`src/rtl/lcd_scan_pkg.sv`:
```
package lcd_scan_pkg;
    typedef enum logic [1:0] {
        MODE_TEST  = 2'b00,
        MODE_COM80 = 2'b01,
        MODE_SPLIT_A = 2'b10,
        MODE_SPLIT_B = 2'b11
    } scan_mode_e;
endpackage

```
`src/rtl/lcd_mode_dec.sv`:
```
module lcd_mode_dec
    import lcd_scan_pkg::*;
#(
    parameter int NOUT  = 80,
    parameter int SEG_A = 32,
    parameter int SEG_B = 48,
    parameter int CNT_W = $clog2(NOUT + 1)
) (
    input  logic [1:0]       mode_i,
    output logic [CNT_W-1:0] nseg_o,
    output logic [CNT_W-1:0] ncom_o,
    output logic             test_o
);
    localparam logic [CNT_W-1:0] NOUT_C  = CNT_W'(NOUT);
    localparam logic [CNT_W-1:0] SEG_A_C = CNT_W'(SEG_A);
    localparam logic [CNT_W-1:0] SEG_B_C = CNT_W'(SEG_B);

    always_comb begin
        test_o = 1'b0;
        nseg_o = '0;
        unique case (scan_mode_e'(mode_i))
            MODE_TEST:    test_o = 1'b1;
            MODE_COM80:   nseg_o = '0;
            MODE_SPLIT_A: nseg_o = SEG_A_C;
            MODE_SPLIT_B: nseg_o = SEG_B_C;
            default:      test_o = 1'b1;
        endcase
        ncom_o = NOUT_C - nseg_o;
    end
endmodule

```
`src/rtl/lcd_load_gen.sv`:
```
module lcd_load_gen #(
    parameter int DIV_W = 16
) (
    input  logic             clk,
    input  logic             rst_n,
    input  logic             run_i,
    input  logic             master_i,
    input  logic [DIV_W-1:0] div_i,
    input  logic             load_i,
    output logic             strobe_o,
    output logic             load_o,
    output logic             load_oe_o
);
    typedef struct packed {
        logic [DIV_W-1:0] cnt;
        logic             load;
        logic             prev;
    } lg_state_t;

    lg_state_t st_d, st_q;
    logic      strobe_d;

    always_comb begin
        st_d     = st_q;
        strobe_d = 1'b0;
        if (!run_i) begin
            st_d = '0;
        end else if (master_i) begin
            st_d.prev = 1'b0;
            if (st_q.cnt >= div_i) begin
                st_d.cnt  = '0;
                st_d.load = 1'b1;
                strobe_d  = 1'b1;
            end else begin
                st_d.cnt  = st_q.cnt + 1'b1;
                st_d.load = 1'b0;
            end
        end else begin
            st_d.cnt  = '0;
            st_d.load = 1'b0;
            strobe_d  = load_i & ~st_q.prev;
            st_d.prev = load_i;
        end
    end

    always_ff @(posedge clk or negedge rst_n) begin
        if (!rst_n) st_q <= '0;
        else        st_q <= st_d;
    end

    assign strobe_o  = strobe_d;
    assign load_o    = st_q.load;
    assign load_oe_o = master_i & run_i;

    // a master pulse lasts one cycle
    p_pulse_single_r6: assert property (@(posedge clk) disable iff (!rst_n)
        (st_q.load && div_i != '0) |=> (!st_q.load || div_i == '0));

    // no strobe is driven in slave mode
    p_slave_quiet_r7: assert property (@(posedge clk) disable iff (!rst_n)
        !master_i |=> !st_q.load);

    // standby leaves no pulse behind
    p_stby_no_pulse_r1: assert property (@(posedge clk) disable iff (!rst_n)
        !run_i |=> !st_q.load);
endmodule

```
`src/rtl/lcd_row_seq.sv`:
```
module lcd_row_seq #(
    parameter int CNT_W   = 7,
    parameter int SEG_MAX = 48
) (
    input  logic               clk,
    input  logic               rst_n,
    input  logic               clear_i,
    input  logic               strobe_i,
    input  logic [CNT_W-1:0]   ncom_i,
    input  logic [SEG_MAX-1:0] seg_data_i,
    output logic [CNT_W-1:0]   row_o,
    output logic [SEG_MAX-1:0] seg_o
);
    typedef struct packed {
        logic [CNT_W-1:0]   row;
        logic [SEG_MAX-1:0] seg;
    } rs_state_t;

    rs_state_t st_d, st_q;
    logic [CNT_W:0] row_inc;

    always_comb begin
        st_d    = st_q;
        row_inc = {1'b0, st_q.row} + 1'b1;
        if (clear_i) begin
            st_d = '0;
        end else if (strobe_i) begin
            st_d.row = (row_inc >= {1'b0, ncom_i}) ? '0 : row_inc[CNT_W-1:0];
            st_d.seg = seg_data_i;
        end
    end

    always_ff @(posedge clk or negedge rst_n) begin
        if (!rst_n) st_q <= '0;
        else        st_q <= st_d;
    end

    assign row_o = st_q.row;
    assign seg_o = st_q.seg;

    // standby or test clears the common counter
    p_clear_row_r1: assert property (@(posedge clk) disable iff (!rst_n)
        clear_i |=> (st_q.row == '0 && st_q.seg == '0));

    // a strobe steps to the next common
    p_step_r8: assert property (@(posedge clk) disable iff (!rst_n)
        (!clear_i && strobe_i && ({1'b0, st_q.row} + 1'b1 < {1'b0, ncom_i}))
        |=> st_q.row == $past(st_q.row) + 1'b1);

    // a strobe at the last common wraps to common 1
    p_wrap_r8: assert property (@(posedge clk) disable iff (!rst_n)
        (!clear_i && strobe_i && ({1'b0, st_q.row} + 1'b1 >= {1'b0, ncom_i}))
        |=> st_q.row == '0);

    // without a strobe the row holds
    p_hold_r8: assert property (@(posedge clk) disable iff (!rst_n)
        (!clear_i && !strobe_i) |=> $stable(st_q.row));
endmodule

```
`src/rtl/lcd_out_map.sv`:
```
module lcd_out_map #(
    parameter int NOUT    = 80,
    parameter int SEG_MAX = 48,
    parameter int CNT_W   = 7
) (
    input  logic               active_i,
    input  logic [CNT_W-1:0]   nseg_i,
    input  logic [CNT_W-1:0]   row_i,
    input  logic [SEG_MAX-1:0] seg_i,
    output logic [NOUT-1:0]    com_o,
    output logic [NOUT-1:0]    out_o
);
    logic [CNT_W:0]   com_pos;
    logic [NOUT-1:0]  seg_vec;

    assign com_pos = {1'b0, row_i} + {1'b0, nseg_i};

    for (genvar k = 0; k < NOUT; k++) begin : g_bit
        localparam logic [CNT_W:0] POS = (CNT_W + 1)'(k);
        assign com_o[k] = (POS >= {1'b0, nseg_i}) && (com_pos == POS);
        if (k < SEG_MAX) begin : g_seg
            assign seg_vec[k] = (POS < {1'b0, nseg_i}) && seg_i[k];
        end else begin : g_noseg
            assign seg_vec[k] = 1'b0;
        end
    end

    assign out_o = active_i ? (com_o | seg_vec) : '0;
endmodule

```
`src/rtl/lcd_scan_seq.sv`:
```
module lcd_scan_seq #(
    parameter int NOUT    = 80,
    parameter int SEG_A   = 32,
    parameter int SEG_B   = 48,
    parameter int DIV_W   = 16,
    parameter int SEG_MAX = SEG_B
) (
    input  logic               clk,
    input  logic               rst_n,
    input  logic               standby_i,
    input  logic               master_i,
    input  logic [1:0]         mode_i,
    input  logic [DIV_W-1:0]   div_i,
    input  logic [SEG_MAX-1:0] seg_data_i,
    input  logic               row_load_i,
    output logic               row_load_o,
    output logic               row_load_oe_o,
    output logic [NOUT-1:0]    out_o
);
    localparam int CNT_W = $clog2(NOUT + 1);

    logic               run;
    logic               test_mode;
    logic               strobe;
    logic [CNT_W-1:0]   nseg, ncom, row;
    logic [SEG_MAX-1:0] seg_q;
    logic [NOUT-1:0]    com_vec;

    assign run = ~standby_i;

    lcd_mode_dec #(.NOUT(NOUT), .SEG_A(SEG_A), .SEG_B(SEG_B), .CNT_W(CNT_W)) u_dec (
        .mode_i (mode_i),
        .nseg_o (nseg),
        .ncom_o (ncom),
        .test_o (test_mode)
    );

    lcd_load_gen #(.DIV_W(DIV_W)) u_load (
        .clk       (clk),
        .rst_n     (rst_n),
        .run_i     (run),
        .master_i  (master_i),
        .div_i     (div_i),
        .load_i    (row_load_i),
        .strobe_o  (strobe),
        .load_o    (row_load_o),
        .load_oe_o (row_load_oe_o)
    );

    lcd_row_seq #(.CNT_W(CNT_W), .SEG_MAX(SEG_MAX)) u_rows (
        .clk        (clk),
        .rst_n      (rst_n),
        .clear_i    (standby_i | test_mode),
        .strobe_i   (strobe),
        .ncom_i     (ncom),
        .seg_data_i (seg_data_i),
        .row_o      (row),
        .seg_o      (seg_q)
    );

    lcd_out_map #(.NOUT(NOUT), .SEG_MAX(SEG_MAX), .CNT_W(CNT_W)) u_map (
        .active_i (run & ~test_mode),
        .nseg_i   (nseg),
        .row_i    (row),
        .seg_i    (seg_q),
        .com_o    (com_vec),
        .out_o    (out_o)
    );

    // standby keeps every output at non-select
    p_stby_dark_r1: assert property (@(posedge clk) disable iff (!rst_n)
        standby_i |-> out_o == '0);

    // test mode keeps every output at non-select
    p_test_dark_r5: assert property (@(posedge clk) disable iff (!rst_n)
        (mode_i == 2'b00) |-> out_o == '0);

    // one common is active while the row is in range
    p_one_com_r2: assert property (@(posedge clk) disable iff (!rst_n)
        (run && !test_mode && row < ncom) |-> $countones(out_o & com_vec) == 1);
endmodule

```
`config.mk`:
```
export PLATFORM = sky130hd
export DESIGN_NAME = lcd_scan_seq
export DESIGN_NICKNAME = d
export VERILOG_FILES = /design/src/rtl/lcd_scan_pkg.sv /design/src/rtl/lcd_mode_dec.sv /design/src/rtl/lcd_load_gen.sv /design/src/rtl/lcd_row_seq.sv /design/src/rtl/lcd_out_map.sv /design/src/rtl/lcd_scan_seq.sv
export SDC_FILE = /design/constraint.sdc
export NUM_CORES = 1
export LEC_CHECK = 0
export ABC_AREA = 1
export BUFFER_PORTS_ARGS = -buffer_cell sky130_fd_sc_hd__buf_2
export CORE_UTILIZATION = 48
export DETAILED_ROUTE_END_ITERATION = 7
export GPL_TIMING_DRIVEN = 0
export HOLD_SLACK_MARGIN = 0.06
export PLACE_DENSITY = 0.75
export SLEW_MARGIN = 5
export SYNTH_ARGS = -nofsm -noshare
export SYNTH_HDL_FRONTEND = slang
export SYNTH_SLANG_ARGS = --single-unit
```
`constraint.sdc`:
```
create_clock -name clk -period 4.3 [get_ports clk]
set_input_delay 0.645 -clock clk [delete_from_list [all_inputs] [get_ports clk]]
set_output_delay 0.645 -clock clk [all_outputs]
set_load 0.03 [all_outputs]
```
Word level (Yosys, flattened, before mapping)
Cells that the tools add are included.
{"block": "totals", "reg_bits": 73}
{"block": "classes", "mux": 12, "eq_ne": 81, "n_reduce_logical": 131, "bitwise": 8, "n_addsub": 4, "order_cmp": 130}
{"op": "$eq A8 B6 Y1 const B", "count": 32}
{"op": "$ge A6 B6 Y1 const A", "count": 32}
{"op": "$eq A8 B5 Y1 const B", "count": 16}
{"op": "$eq A8 B7 Y1 const B", "count": 16}
{"op": "$logic_and A1 B1 Y1", "count": 128}
{"op": "$ge A7 B6 Y1 const A", "count": 16}
{"op": "$mux W55", "count": 2}
{"op": "$ge A5 B6 Y1 const A", "count": 16}
{"op": "$lt A5 B6 Y1 const A", "count": 16}
{"op": "$lt A6 B6 Y1 const A", "count": 16}
{"op": "$mux W80", "count": 1}
{"op": "$or A80 B48 Y80", "count": 1}
{"op": "$eq A8 B4 Y1 const B", "count": 8}
{"op": "$ge A4 B6 Y1 const A", "count": 8}
{"op": "$lt A4 B6 Y1 const A", "count": 8}
{"op": "$mux W18", "count": 2}
{"op": "$eq A8 B3 Y1 const B", "count": 4}
{"op": "$ge A3 B6 Y1 const A", "count": 4}
{"op": "$lt A3 B6 Y1 const A", "count": 4}
{"op": "$mux W17", "count": 1}
{"op": "$add A16 B1 Y16 const B", "count": 1}
{"op": "$eq A8 B2 Y1 const B", "count": 2}
{"op": "$ge A16 B16 Y1", "count": 1}
{"op": "$ge A1 B6 Y1 const A", "count": 2}
{"op": "18 further kinds", "count": 29}

Logic depth before layout (Yosys ltp)
{"block": "depth", "ltp_word": 7, "depth_mapped": 16, "ltp_nobuf": 15}

Modules after synthesis
From an unflattened synthesis, not the netlist that was laid out.
{"block": "unflattened", "hier_cells": 1122, "hier_area_um2": 6749.0}
{"module": "lcd_out_map", "cells_each": 626, "instances": 1, "area_per_inst_um2": 2728.9, "seq_area_each_um2": 0.0}
{"module": "lcd_row_seq", "cells_each": 308, "instances": 1, "area_per_inst_um2": 2534.9, "seq_area_each_um2": 1376.3}
{"module": "lcd_load_gen", "cells_each": 168, "instances": 1, "area_per_inst_um2": 1367.6, "seq_area_each_um2": 450.4}
{"module": "lcd_mode_dec", "cells_each": 16, "instances": 1, "area_per_inst_um2": 100.1, "seq_area_each_um2": 0.0}
{"module": "lcd_scan_seq", "cells_each": 4, "instances": 1, "area_per_inst_um2": 17.5, "seq_area_each_um2": 0.0}

Worst setup path after synthesis
OpenSTA, ideal clock, no wires.
{"block": "synth_timing", "kind": "in2out", "startpoint": "input mode_i[1]", "endpoint": "output out_o[54]", "arrival_ns": 3.230, "n_path_buf": 3, "stages": 9, "path_slack_ns": 0.425, "path_cell_list": "buf_2 -> nand2_1 -> clkbuf_1 -> inv_1 -> ha_1 -> fa_1 -> nand4_1 -> buf_2 -> nor3_1"}
{"block": "synth_between", "elab_chain_len": 7}
{"item": "from (decl)", "line_no": "lcd_scan_seq.sv:12", "rtl": "input logic [1:0] mode_i,"}
{"item": "$eq A2 B2 Y1", "line_no": "lcd_mode_dec.sv:21", "rtl": "unique case (scan_mode_e'(mode_i))"}
{"item": "$pmux W6 S2", "line_no": "lcd_mode_dec.sv:21"}
{"item": "$add A7 B6 Y8", "line_no": "lcd_out_map.sv:16", "rtl": "assign com_pos = {1'b0, row_i} + {1'b0, nseg_i};"}
{"item": "$eq A8 B6 Y1", "line_no": "lcd_out_map.sv:20", "rtl": "assign com_o[k] = (POS >= {1'b0, nseg_i}) && (com_pos == POS);"}
{"item": "$logic_and A1 B1 Y1", "line_no": "lcd_out_map.sv:20"}
{"item": "$or A80 B48 Y80", "line_no": "lcd_out_map.sv:28", "rtl": "assign out_o = active_i ? (com_o | seg_vec) : '0;"}
{"item": "$mux W80 *", "line_no": "lcd_out_map.sv:28"}
{"item": "to (decl)", "line_no": "lcd_scan_seq.sv:18", "rtl": "output logic [NOUT-1:0] out_o"}
Mark *: on every way between the ends. The rest lies on a longest branch, timed or not.

Final worst setup path
{"block": "layout_timing", "startpoint": "input mode_i[1]", "endpoint": "output out_o[47]"}
The elaborated chain is that of the path after synthesis.

==> out/results.ini <==
[outcome]
outcome=completed

[critical_path]
r2r_end=u_rows.row_o[6]
critical_path_class=in2out
r2r_slack_ns=1.36
endpoint=out_o[47]
startpoint=mode_i[1]
critPathArrivalTime_ns=3.44
start_kind=primary input
cp.required_ns=3.65
r2r_start=u_rows.row_o[0]
rr_worst_depth=13
setup.worst_path.end_class=output port
cp_max_fo=16

[synthesis]
syn_area_mm2=0.00539
synth_seq_cells=73
synth-main-ff-cell=dfrtp_1
synthArstFlopShare=1.00
ys_seq_area_frac=0.339
synth_cells=820
synth_edf_count=0
syn_nets=918
ys_types=28
avgSynthCellArea_um2=6.57
synth_warnings=0

[route]
drt_wl_total_mm=15.6
wl_per_cell_um=13.8
dr.pass1.iters=7
drc=0
drt_iter0_markers=429
vias=5678
antenna_left=0
viasPerCell=5.04

[power]
power_mw=1.63
clock_power_share=0.342
comb_power_share=0.200
total_switching_power_uw=516
powerDensity_mw_per_mm2=250
sw_frac_of_total=0.316
leakagePower_nw=3.66
ir_worst_vdd_mv=0.186
p_int_mw=1.12
power_frac_seq=0.458

[final_layout]
final_cell_mix=206 x nand2_1, 173 x buf_2, 118 x inv_1
fin_nets=1080
nFillCells=1076
final_common_cell=nand2_1
insertedDiodeCount=0
areaGrowthSynthToFinish_pct=21.4
drive_gt1_frac=0.218
design_area_mm2=0.00654

[clock_tree]
clk_latency_ns=0.35
cts_sinks=73
cts_resized=0
cts.path.max_buffers=2
cts_hold_buf=0
h-tree-depth=3
postCtsSetupBuffers=0
clk_pin_slew_ns=0.08
root_buffer=clkbuf_8
cts_tree=done
cts-buffers-inserted=9

[timing]
finalClockSkew_ns=0.00744
worst_pin_slew_ns=0.611
period_needed_ns=4.08
slew_headroom=0.591
slew_viol_final=0
min_period_over_period=0.950
rsz0062_at_grt=no
setup_viol=0
tns_ns=0
fmax_mhz=245
hold_violations=0
setup_slack_ns=0.216

[global_route]
track_usage=0.275
grt_pass1_vias=5067
antenna_found_initial=0
grt_max_degree=39
grt_pass1_wl_mm=24.5
grt-ovfl-total=0

[place]
place.gp.congestion=0.938
place_area_mm2=0.00634
io_buffers=151
place_ws_ns=0.105
dp_hpwl_mm=12.0

[flow_run]
cap_violations=0

[floorplanning]
io_pins=153
die_h_um=108
die_area_mm2=0.0116
core_area_mm2=0.0109
rows=38
start_util=0.495
chipWidth_um=108

[min_path]
hold_class=in2async

[critical path, cell delays in order]
cell	delay, ns
buf_2	0.19
nand2_1	0.41
inv_1	0.10
ha_1	0.23
fa_1	0.65
inv_1	0.14
nor3_4	0.34
buf_6	0.19
nand2_1	0.05
a21oi_1	0.24
buf_2	0.25
[worst min-delay path by stage]
stage                    from              end  slack, ns  cells past startpoint
4_1_cts                 rst_n  u_rows.row_o[0]       0.25                      1
5_1_grt                 rst_n   u_load.st_q[0]       0.28                      1
3_3_place_gp   u_load.st_q[2]   u_load.st_q[2]       0.45                      1
3_5_place_dp   u_load.st_q[2]   u_load.st_q[2]       0.46                      1
2_1_floorplan           rst_n    u_load.load_o       0.35                      0
6_report                rst_n  u_rows.row_o[0]       0.24                      1
[state kept, by name (all words and copies together) (netlist names)]
signal         flops
u_rows.seg_o      48
u_load.st_q       17
u_rows.row_o       7
u_load.load_o      1
[power groups by stage]
| stage | sequential (mW) | combinational [mW] | clock, mW |
|---|---|---|---|
| after floorplan | 0.754 | 0.213 | 0 |
| after global placement | 0.761 | 0.319 | 0 |
| after detailed placement | 0.761 | 0.326 | 0 |
| after CTS | 0.748 | 0.328 | 0.569 |
| after global routing | 0.753 | 0.367 | 0.596 |
| final | 0.748 | 0.326 | 0.559 |
[Yosys cell counts, types with 10 or more instances]
library cell / instances / share of area
buf_4: 10 / 0.014
nor3_1: 35 / 0.033
ha_1: 26 / 0.060
nand2_1: 206 / 0.14
nand3_1: 98 / 0.091
inv_1: 118 / 0.082
nor2_1: 109 / 0.076
a21oi_1: 56 / 0.052
clkbuf_1: 13 / 0.0091
buf_2: 23 / 0.021
o21ai_0: 19 / 0.018
dfrtp_1: 73 / 0.34
[cell type report]
| type | count | area, um^2 | area share |
|---|---|---|---|
| timing repair buffer | 152 | 778 | 0.119 |
| inverter | 118 | 443 | 0.0678 |
| sequential | 73 | 1830 | 0.279 |
| tap | 140 | 175 | 0.0268 |
| buffer | 48 | 269 | 0.0411 |
| multi-input combinational | 580 | 2840 | 0.435 |
| clock buffer | 10 | 138 | 0.0211 |
| clock inverter | 6 | 65.1 | 0.00995 |
[stage by stage]
stage               hold slack, ns  cells   util
floorplan                    0.349    820      -
global placement             0.452   1111  0.580
detailed placement           0.460   1112  0.582
CTS                          0.253   1128  0.601
global route                 0.277   1127  0.600
finish                       0.241   1127  0.600
[metal layers]
metal	GRT usage	vias to the layer above	share of wire
met5	0	-	0
met4	0.113	0	0.032
met3	0.0424	37	0.073
met2	0.461	205	0.46
met1	0.355	2539	0.43
li1	-	2897	-
[kinds of logic after synthesis]
kind of cell / share of synthesized area
AOI/OAI and AO/OA: 0.0757
xor gates and xnor gates: 0.0209
adders and majority gates: 0.0641
buffers and inverters: 0.133
DFF: 0.339
and+or+nand+nor: 0.367
No activity file was read; power rests on OpenSTA's default activity.
